===== src/rtl/rxobj_pkg.sv =====
package rxobj_pkg;

  localparam int ID_W          = 29;
  localparam int WORD_W        = 32;
  localparam int WORDS_PER_OBJ = 4;
  localparam int REG_AW        = 3;

  localparam logic [REG_AW-1:0] RA_CFG    = 3'd0;
  localparam logic [REG_AW-1:0] RA_BASE   = 3'd1;
  localparam logic [REG_AW-1:0] RA_ARM    = 3'd2;
  localparam logic [REG_AW-1:0] RA_DISARM = 3'd3;
  localparam logic [REG_AW-1:0] RA_READY  = 3'd4;
  localparam logic [REG_AW-1:0] RA_OVW    = 3'd5;

  typedef struct packed {
    logic            ext;
    logic            rtr;
    logic [ID_W-1:0] id;
    logic [3:0]      len;
    logic [63:0]     data;
  } frame_t;

  // Builds one of the four stored words of a frame
  function automatic logic [WORD_W-1:0] pack_word(input frame_t f, input logic [1:0] w);
    logic [WORD_W-1:0] r;
    case (w)
      2'd0:    r = {f.ext, f.rtr, 1'b0, f.id};
      2'd1:    r = {28'd0, f.len};
      2'd2:    r = f.data[31:0];
      default: r = f.data[63:32];
    endcase
    return r;
  endfunction

endpackage


===== src/rtl/rxobj_slot_addr.sv =====
module rxobj_slot_addr #(
  parameter int AW   = 16,
  parameter int IDXW = 3
) (
  input  logic [AW-1:0]   base,
  input  logic [IDXW-1:0] idx,
  output logic [AW-1:0]   slot
);
  localparam int STRIDE_SH = $clog2(rxobj_pkg::WORDS_PER_OBJ);

  assign slot = base + (AW'(idx) << STRIDE_SH);
endmodule


===== src/rtl/rxobj_regs.sv =====
module rxobj_regs
  import rxobj_pkg::*;
#(
  parameter int NUM_OBJ = 8,
  parameter int IDXW    = 3,
  parameter int AW      = 16
) (
  input  logic              clk,
  input  logic              rst_n,
  input  logic              reg_we,
  input  logic [REG_AW-1:0] reg_addr,
  input  logic [WORD_W-1:0] reg_wdata,
  output logic [WORD_W-1:0] reg_rdata,
  input  logic              hw_take,
  input  logic [IDXW-1:0]   hw_idx,
  output logic              hw_hit,
  output logic              ovr_mode,
  output logic [AW-1:0]     base
);

  logic [NUM_OBJ-1:0] en_q, en_d, rdy_q, rdy_d, ovw_q, ovw_d, sel;
  logic               ovr_q;
  logic [AW-1:0]      base_q;
  logic               wr_arm, wr_dis, wr_rdy, wr_ovw;
  logic               unused_wdata;

  assign wr_arm = reg_we && (reg_addr == RA_ARM);
  assign wr_dis = reg_we && (reg_addr == RA_DISARM);
  assign wr_rdy = reg_we && (reg_addr == RA_READY);
  assign wr_ovw = reg_we && (reg_addr == RA_OVW);
  assign unused_wdata = ^reg_wdata;

  for (genvar g = 0; g < NUM_OBJ; g++) begin : g_obj
    logic take_g;
    assign sel[g]  = (hw_idx == IDXW'(g));
    assign take_g  = hw_take && sel[g] && en_q[g];
    // Software arm/disarm wins over the automatic disarm
    assign en_d[g] = (wr_arm && reg_wdata[g]) ? 1'b1 :
                     (wr_dis && reg_wdata[g]) ? 1'b0 :
                     (take_g && !ovr_q)       ? 1'b0 : en_q[g];
    // A reception wins over a clear in the same cycle
    assign rdy_d[g] = take_g ? 1'b1 : (wr_rdy && reg_wdata[g]) ? 1'b0 : rdy_q[g];
    assign ovw_d[g] = (take_g && rdy_q[g]) ? 1'b1 :
                      (wr_ovw && reg_wdata[g]) ? 1'b0 : ovw_q[g];
  end

  assign hw_hit   = |(en_q & sel);
  assign ovr_mode = ovr_q;
  assign base     = base_q;

  always_ff @(posedge clk) begin
    if (!rst_n) begin
      en_q   <= '0;
      rdy_q  <= '0;
      ovw_q  <= '0;
      ovr_q  <= 1'b0;
      base_q <= '0;
    end else begin
      en_q  <= en_d;
      rdy_q <= rdy_d;
      ovw_q <= ovw_d;
      if (reg_we && reg_addr == RA_CFG)  ovr_q  <= reg_wdata[0];
      if (reg_we && reg_addr == RA_BASE) base_q <= reg_wdata[AW-1:0];
    end
  end

  always_comb begin
    reg_rdata = '0;
    case (reg_addr)
      RA_CFG:   reg_rdata = {{(WORD_W-1){1'b0}}, ovr_q};
      RA_BASE:  reg_rdata = WORD_W'(base_q);
      RA_ARM:   reg_rdata = WORD_W'(en_q);
      RA_READY: reg_rdata = WORD_W'(rdy_q);
      RA_OVW:   reg_rdata = WORD_W'(ovw_q);
      default:  reg_rdata = '0;
    endcase
  end

  AST_NORMAL_DISARM: assert property (@(posedge clk) disable iff (!rst_n)
    (hw_take && hw_hit && !ovr_q && !wr_arm) |=> !en_q[$past(hw_idx)]);
  AST_OVERRUN_KEEP: assert property (@(posedge clk) disable iff (!rst_n)
    (hw_take && hw_hit && ovr_q && !wr_dis) |=> en_q[$past(hw_idx)]);
  AST_READY_SET: assert property (@(posedge clk) disable iff (!rst_n)
    (hw_take && hw_hit) |=> rdy_q[$past(hw_idx)]);
  AST_OVW_SET: assert property (@(posedge clk) disable iff (!rst_n)
    (hw_take && hw_hit && |(rdy_q & sel)) |=> ovw_q[$past(hw_idx)]);
  AST_DROP_KEEPS_FLAGS: assert property (@(posedge clk) disable iff (!rst_n)
    (hw_take && !hw_hit && !reg_we) |=> ($stable(rdy_q) && $stable(ovw_q) && $stable(en_q)));

endmodule


===== src/rtl/rxobj_writer.sv =====
module rxobj_writer
  import rxobj_pkg::*;
#(
  parameter int AW = 16
) (
  input  logic              clk,
  input  logic              rst_n,
  input  logic              fr_valid,
  output logic              fr_ready,
  input  frame_t            in_frame,
  input  logic [AW-1:0]     in_slot,
  input  logic              in_hit,
  output logic              take,
  output logic              ram_wvalid,
  input  logic              ram_wready,
  output logic [AW-1:0]     ram_waddr,
  output logic [WORD_W-1:0] ram_wdata
);
  localparam int WSEL_W = $clog2(WORDS_PER_OBJ);
  localparam logic [WSEL_W-1:0] LAST_WORD = WSEL_W'(WORDS_PER_OBJ - 1);

  logic              busy_q;
  logic [WSEL_W-1:0] word_q;
  frame_t            frame_q;
  logic [AW-1:0]     slot_q;

  assign fr_ready   = !busy_q;
  assign take       = fr_valid && fr_ready;
  assign ram_wvalid = busy_q;
  assign ram_waddr  = slot_q + AW'(word_q);
  assign ram_wdata  = pack_word(frame_q, word_q);

  always_ff @(posedge clk) begin
    if (!rst_n) begin
      busy_q  <= 1'b0;
      word_q  <= '0;
      frame_q <= '0;
      slot_q  <= '0;
    end else if (!busy_q) begin
      if (take && in_hit) begin
        busy_q  <= 1'b1;
        word_q  <= '0;
        frame_q <= in_frame;
        slot_q  <= in_slot;
      end
    end else if (ram_wready) begin
      if (word_q == LAST_WORD) busy_q <= 1'b0;
      else                     word_q <= word_q + 1'b1;
    end
  end

  AST_WORD_HOLD: assert property (@(posedge clk) disable iff (!rst_n)
    (ram_wvalid && !ram_wready) |=> (ram_wvalid && $stable(ram_waddr) && $stable(ram_wdata)));
  AST_WORD_STEP: assert property (@(posedge clk) disable iff (!rst_n)
    (ram_wvalid && ram_wready && word_q != LAST_WORD) |=> (ram_waddr == $past(ram_waddr) + AW'(1)));
  AST_LAST_RELEASE: assert property (@(posedge clk) disable iff (!rst_n)
    (ram_wvalid && ram_wready && word_q == LAST_WORD) |=> fr_ready);
  AST_HIT_STALLS: assert property (@(posedge clk) disable iff (!rst_n)
    (take && in_hit) |=> !fr_ready);

endmodule


===== src/rtl/rxobj_manager.sv =====
module rxobj_manager
  import rxobj_pkg::*;
#(
  parameter int NUM_OBJ = 8,
  parameter int AW      = 16,
  parameter int IDXW    = (NUM_OBJ > 1) ? $clog2(NUM_OBJ) : 1
) (
  input  logic              clk,
  input  logic              rst_n,
  input  logic              fr_valid,
  output logic              fr_ready,
  input  logic [IDXW-1:0]   fr_obj,
  input  logic [ID_W-1:0]   fr_id,
  input  logic              fr_ext,
  input  logic              fr_rtr,
  input  logic [3:0]        fr_len,
  input  logic [63:0]       fr_data,
  output logic              ram_wvalid,
  input  logic              ram_wready,
  output logic [AW-1:0]     ram_waddr,
  output logic [WORD_W-1:0] ram_wdata,
  input  logic              reg_we,
  input  logic [REG_AW-1:0] reg_addr,
  input  logic [WORD_W-1:0] reg_wdata,
  output logic [WORD_W-1:0] reg_rdata
);

  frame_t        in_frame;
  logic          take, hit, ovr_mode;
  logic [AW-1:0] base, slot;

  assign in_frame = '{ext: fr_ext, rtr: fr_rtr, id: fr_id, len: fr_len, data: fr_data};

  rxobj_regs #(.NUM_OBJ(NUM_OBJ), .IDXW(IDXW), .AW(AW)) u_regs (
    .clk(clk), .rst_n(rst_n),
    .reg_we(reg_we), .reg_addr(reg_addr), .reg_wdata(reg_wdata), .reg_rdata(reg_rdata),
    .hw_take(take), .hw_idx(fr_obj), .hw_hit(hit), .ovr_mode(ovr_mode), .base(base)
  );

  rxobj_slot_addr #(.AW(AW), .IDXW(IDXW)) u_slot (
    .base(base), .idx(fr_obj), .slot(slot)
  );

  rxobj_writer #(.AW(AW)) u_writer (
    .clk(clk), .rst_n(rst_n),
    .fr_valid(fr_valid), .fr_ready(fr_ready),
    .in_frame(in_frame), .in_slot(slot), .in_hit(hit), .take(take),
    .ram_wvalid(ram_wvalid), .ram_wready(ram_wready),
    .ram_waddr(ram_waddr), .ram_wdata(ram_wdata)
  );

  AST_DROP_NO_WRITE: assert property (@(posedge clk) disable iff (!rst_n)
    (take && !hit) |=> !ram_wvalid);
  AST_RESET_IDLE: assert property (@(posedge clk)
    !rst_n |=> (fr_ready && !ram_wvalid));
  AST_FIRST_ADDR: assert property (@(posedge clk) disable iff (!rst_n)
    (take && hit) |=> (ram_waddr == $past(base) + (AW'($past(fr_obj)) << 2)));
  AST_OVR_STABLE: assert property (@(posedge clk) disable iff (!rst_n)
    !reg_we |=> $stable(ovr_mode));

endmodule


===== config.mk =====
export PLATFORM = sky130hd
export DESIGN_NAME = rxobj_manager
export DESIGN_NICKNAME = d
export VERILOG_FILES = /design/src/rtl/rxobj_pkg.sv /design/src/rtl/rxobj_slot_addr.sv /design/src/rtl/rxobj_regs.sv /design/src/rtl/rxobj_writer.sv /design/src/rtl/rxobj_manager.sv
export SDC_FILE = /design/constraint.sdc
export NUM_CORES = 1
export LEC_CHECK = 0
export ABC_AREA = 0
export BUFFER_PORTS_ARGS = -buffer_cell sky130_fd_sc_hd__buf_4
export CAP_MARGIN = 20
export CELL_PAD_IN_SITES_DETAIL_PLACEMENT = 1
export CELL_PAD_IN_SITES_GLOBAL_PLACEMENT = 1
export CORE_MARGIN = 1.5
export CORE_UTILIZATION = 38
export CTS_CLUSTER_SIZE = 20
export DETAILED_ROUTE_END_ITERATION = 10
export PLACE_DENSITY_LB_ADDON = 0.1
export RECOVER_POWER = 50
export SYNTH_ARGS = -nofsm -noshare
export SYNTH_HDL_FRONTEND = slang
export SYNTH_SLANG_ARGS = --single-unit

===== constraint.sdc =====
create_clock -name clk -period 3.18 [get_ports clk]
set_clock_uncertainty 0.2 [all_clocks]
set_input_delay 0.636 -clock clk [delete_from_list [all_inputs] [get_ports clk]]
set_output_delay 0.636 -clock clk [all_outputs]
set_load 0.05 [all_outputs]

### Word-level counts from Yosys, hierarchy flattened

Index checks and enable logic that the tools add are counted.

| word-level totals | value |
|---|---|
| word-level logic and storage cells | 227 |
| flip-flop bits (word level) | 159 |
| output and inout port bits | 82 |
| input port bits | 142 |
| memories | 0 |
| memory bits (writable) | 0 |
| memory bits (read-only) | 0 |
| bits in latches | 0 |

| operators by class | value |
|---|---|
| $add $sub $neg | 3 |
| bitwise logic cells | 2 |
| $mul | 0 |
| shifts and indexed selects | 0 |
| magnitude comparators | 0 |
| mux-type cells | 66 |
| eq/ne operators | 17 |
| divide/modulo/power cells | 0 |
| reduce and logical (&&, ||, !) cells | 105 |

Operators with widths:

| operator | number |
|---|---|
| $pmux W32 S3 | 1 |
| $pmux W16 S5 | 1 |
| $logic_and A1 B1 Y1 | 72 |
| $mux W1 | 60 |
| $reduce_bool A2 Y1 | 17 |
| $reduce_bool A3 Y1 | 8 |
| $eq A3 B3 Y1 const B | 6 |
| $add A16 B2 Y16 | 1 |
| $add A16 B5 Y16 | 1 |
| $eq A3 B2 Y1 const B | 4 |
| $and A8 B8 Y8 | 1 |
| $mux W2 | 4 |
| $reduce_or A8 Y1 | 1 |
| $eq A3 B1 Y1 const B | 2 |
| $logic_not A3 Y1 | 2 |
| $eq A2 B2 Y1 const B | 2 |
| $ne A2 B2 Y1 const B | 2 |
| $reduce_and A3 Y1 | 1 |
| $add A2 B1 Y2 const B | 1 |
| $eq A2 B1 Y1 const B | 1 |
| $logic_not A1 Y1 | 2 |
| $logic_not A2 Y1 | 1 |
| $reduce_and A2 Y1 | 1 |
| $not A1 Y1 | 1 |

### Depth between registers and ports, before layout

| logic depth | value |
|---|---|
| depth in word-level cells | 8 |
| mapped depth | 9 |
| depth with buffers taken out | 8 |

### Cells and area by module

From an unflattened synthesis, not the netlist that was laid out.

| unflattened totals | value |
|---|---|
| cells, all modules | 983 |
| area, all modules | 8,037.7 um2 |

By module, submodules not included:

| module | cells each | instances | seq. area each (um2) | area an instance (um2) |
|---|---|---|---|---|
| rxobj_writer | 675 | 1 | 2,362.3 | 5,372.7 |
| rxobj_regs | 263 | 1 | 820.8 | 2,323.5 |
| rxobj_slot_addr | 45 | 1 | 0.0 | 341.6 |

### Least setup slack after synthesis

Ideal clock, no wire load.

| timing path | value |
|---|---|
| path kind | reg-to-output |
| from | register u_writer.word_q[0] |
| to | output ram_waddr[12] |
| cell stages (with the launch flop) | 9 |
| data arrival time | 2.444 ns |
| path buffers | 0 |
| data required time | 2.344 ns |
| setup slack | -0.100 ns |
| cell sequence | dfxtp_1 ha_1 inv_1 fa_1 nand3b_1 nor2_1 nand4_1 nor2_1 xor2_1 |

| on the way | value |
|---|---|
| word-level cells in the longest chain between the ends | 1 |

Ends and longest elaborated chain:

| item | line | RTL |
|---|---|---|
| from (decl) | rxobj_writer.sv:23 | `logic [WSEL_W-1:0] word_q;` |
| from (signal assigned) | rxobj_writer.sv:48 | `else word_q <= word_q + 1'b1;` |
| $add A16 B2 Y16 | rxobj_writer.sv:30 | `assign ram_waddr = slot_q + AW'(word_q);` |
| to (decl) | rxobj_manager.sv:20 | `output logic [AW-1:0] ram_waddr,` |

No other way between the ends.

### Final worst setup path

| timing path | value |
|---|---|
| from | register u_writer.slot_q[0] |
| to | output ram_waddr[14] |

| on the way | value |
|---|---|
| word-level cells in the longest chain between the ends | 1 |

Ends and longest elaborated chain:

| item | line | RTL |
|---|---|---|
| from (decl) | rxobj_writer.sv:25 | `logic [AW-1:0] slot_q;` |
| from (signal assigned) | rxobj_writer.sv:44 | `slot_q <= in_slot;` |
| $add A16 B2 Y16 | rxobj_writer.sv:30 |  |

No other way between the ends.

==> results.md <==
- Yosys reg bits: roughly 160
- Final HPWL DP: around 17,000 um
- I/O pin count: roughly 220
- Number of max-cap violations: 0
- Synth cell count leaders: 326 x nand2_1, 159 x dfxtp_1, 89 x a21boi_0
- Cell Area, Placed: about 9600 um^2
- Hold Crit Depth: 3
- Die height: around 150 um
- Crit Path Category: flip-flop to output port
- Vias/cell: just over 5
- Antenna cells: 0
- Hold slack: 0.253 ns
- Slew Limit Fails: 0
- Share of layout cells above drive strength 1: between 20% and 30%
- Setup violators final: 4
- Drt wl/cell: 16.9 um
- CP Buf/Inv Count: 2
- First-pass GRT wire length: between 30,000 and 40,000 um
- Synth top area cells: dfxtp_1 40%, nand2_1 16%, a21boi_0 8.5%
- Hold-fix buffers, CTS: 0
- EDFF count, synth: 0
- CP arrival: between 2 and 3 ns
- Worst setup slack after layout: -0.153 ns
- Min-delay worst type: input pin to flip-flop
- Worst path max stage delay: 0.37 ns
- # rows: between 50 and 60
- Post-Syn Area per Cell: a little under 8 um^2
- R2R cell count: 6
- Status: finished with violations
- Initial core utilization: ~39%
- CP endpoint kind: output port
- Hold Fails Final Rpt: 0
- Most frequent cell after synthesis: nand2_1
- Hold Path End: u_writer.frame_q[62]
- First-pass iteration count of the detailed router: 4
- Number of global-route vias before repair: around 7,600
- DRC: 0
- Grt ovf: 0
- Critical path, cell by cell: ha_4 -> inv_2 -> fa_2 -> nand3b_1 -> nor2_2 -> nand4_1 -> nor2_1 -> xnor2_1 -> buf_4
- Ys async rst share: 0%
- Slew HR: under 10%
- Chip Width: between 100 and 150 um
- Mapped Cells: a little under 1,000
- Die area: ~22,000 um^2
- Failing checks: negative setup slack
- Top_reg_cell synth: dfxtp_1
- Final Core Density: 50.3%
- Tcrit/Tclk final: 105%
- Leak Pwr: 0.00391 uW
- Worst Path Max Fanout: 3
- Least-Margin Pin Slew: between 1 and 1.5 ns
- Hold path start: fr_data[62]
- Cell variety after synth: 50
- Critical-path top delay cell: dfxtp_2
- CTS Buffer Depth: 2
- Nets: 1,320
- Worst Path Required: around 2.3 ns
- Startpoint Class: flip-flop
- Largest net degree at the start of global routing: between 70 and 80
- YS warnings: 0
- Final ANT Viol Nets: 0
- Power Dens Cells: 439 nW/um^2
- Clock tree from TritonCTS: built
- Clk slew on worst S/H paths: around 0.070 ns
- CTS root buf: clkbuf_16
- Clock sink count: around 160
- FMAX: 300 MHz
- Via Count: roughly 7,400
- IO buf count: 191
- Core Region: around 20,000 um^2
- Seq/Total Area, Yosys: between 40% and 50%
- Initial antenna violation count: 0
- Top cell type's share of synthesized area: roughly 40%
- Unrepaired setup endpoints after global routing: true
- Top delay family on crit path: simple AND/OR/NAND/NOR gates
- RR Startpoint: u_writer.ram_wvalid
- Worst-case vdd ir drop: 0.301 mV
- Crit path time final: about 3.3 ns
- Clock Latency Late Sink: between 0.4 and 0.5 ns
- R2r setup slk: 0.22 ns
- Synthesized area: 7890 um^2
- H-tree levels: 4
- Capturing point of the worst reg2reg path: u_writer.frame_q[53]
- Number of DRC markers in iteration 0: between 300 and 400
- GRT Total Usage: a little under a quarter
- Routed Wire Length: 24,400 um
- Gpl congestion: about 0.84
- Num CTS Buffers: 17
- Cell taking the most area after synthesis: dfxtp_1
- Final Cell Area: approximately 10,000 um^2
- Layout area overhead: 29.6%
repair_timing:
item / CTS / global route
setup endpoints to repair: 7 / 8
pin swaps: 7 / 10
endpoints found under the hold margin: 0 / 0
resized for setup: 11 / 10
buffers inserted: 3 / 6
worst max path at each step:
stage	startpoint	to	slack [ns]	cells after the start
3_3_place_gp	u_writer.slot_q[0]	ram_waddr[12]	0.16	9
5_1_grt	u_writer.slot_q[0]	ram_waddr[14]	-0.32	9
3_5_place_dp	u_writer.slot_q[0]	ram_waddr[12]	0.13	9
2_1_floorplan	reg_addr[0]	reg_rdata[5]	0.02	4
6_report	u_writer.slot_q[0]	ram_waddr[14]	-0.15	9
4_1_cts	u_writer.word_q[0]	ram_waddr[14]	-0.11	9
cell families (layout without fill, tap and decap cells):
logic type	count (synthesis)	after routing	share of synthesized area (%)
AO/OA/AOI/OAI	260	260	23.7
XOR/XNOR	25	25	2.78
adder cells (fa/ha/maj)	12	12	2.09
buffers and inverters	100	271	6.08
flip-flops	159	159	40.4
multiplexers	18	18	2.40
other	1	16	0.0475
AND/OR/NAND/NOR	418	418	22.6
cells in the final DEF, fill, tap and decap left out, drive strengths merged, types with 10 or more instances in the layout:
cell / netlist / routed
mux2i: 11 / 11
conb: 1 / 16
nand2: 326 / 326
a21oi: 13 / 13
clkbuf: 49 / 31
a21boi: 121 / 121
xnor2: 17 / 17
and2: 16 / 16
nor2: 12 / 12
a22oi: 41 / 41
ha: 10 / 10
nor2b: 21 / 21
inv: 15 / 21
o21ai: 47 / 47
dfxtp: 159 / 159
buf: 36 / 211
per-stage QoR:
stage          setup WS, ns  setup TNS, ns  power, uW  instances
4_1_cts              -0.108         -0.392       4530       1443
5_1_grt              -0.325          -2.11       4650       1449
3_5_place_dp          0.133              0       2480       1408
6_report             -0.153         -0.329       4490       1449
3_3_place_gp          0.164              0       2470       1408
2_1_floorplan        0.0164              0       2290       1008
state kept, by name, summed over array words and instances, names as in the netlist:
signal,count
u_regs.ovr_mode,1
u_writer.frame_q,99
u_writer.word_q,2
u_regs.ovw_q,8
u_regs.base,16
u_regs.rdy_q,8
u_writer.slot_q,16
u_writer.ram_wvalid,1
u_regs.en_q,8
layout make-up:
cell class              instances  area, um^2
multi-input cells             749        4350
clock buffers                  18         429
repair buffers                224        1700
fillers                      2502       10100
inverters                      15        56.3
clock inverters                14         155
well taps                     270         338
flip-flops and latches        159        3190
metal layers:
metal	GRT usage, %	vias up	part of all wire, %	routed length [um]
met5	0	-	0	0
met1	30.3	3551	46	11200
li1	-	3672	-	-
met3	4.13	20	4.0	974
met4	5.60	0	1.3	326
met2	38.5	163	49	11900
where the power goes:
group / leakage, uW / internal, uW / switching (uW) / total [uW]
clock: 0.000288 / 1170 / 889 / 2060
combinational: 0.00234 / 175 / 218 / 393
sequential: 0.00128 / 2010 / 20.3 / 2030
worst register-to-register path, cell delays in order, from the launching register on:
cell and delay [ns]:
dfxtp_1 0.52, nand3b_1 0.30, a21oi_1 0.11, a311oi_2 0.65
clkbuf_2 0.76, nand2_1 0.16, a21boi_0 0.20
Note: power is estimated with default switching activity, not from simulation.
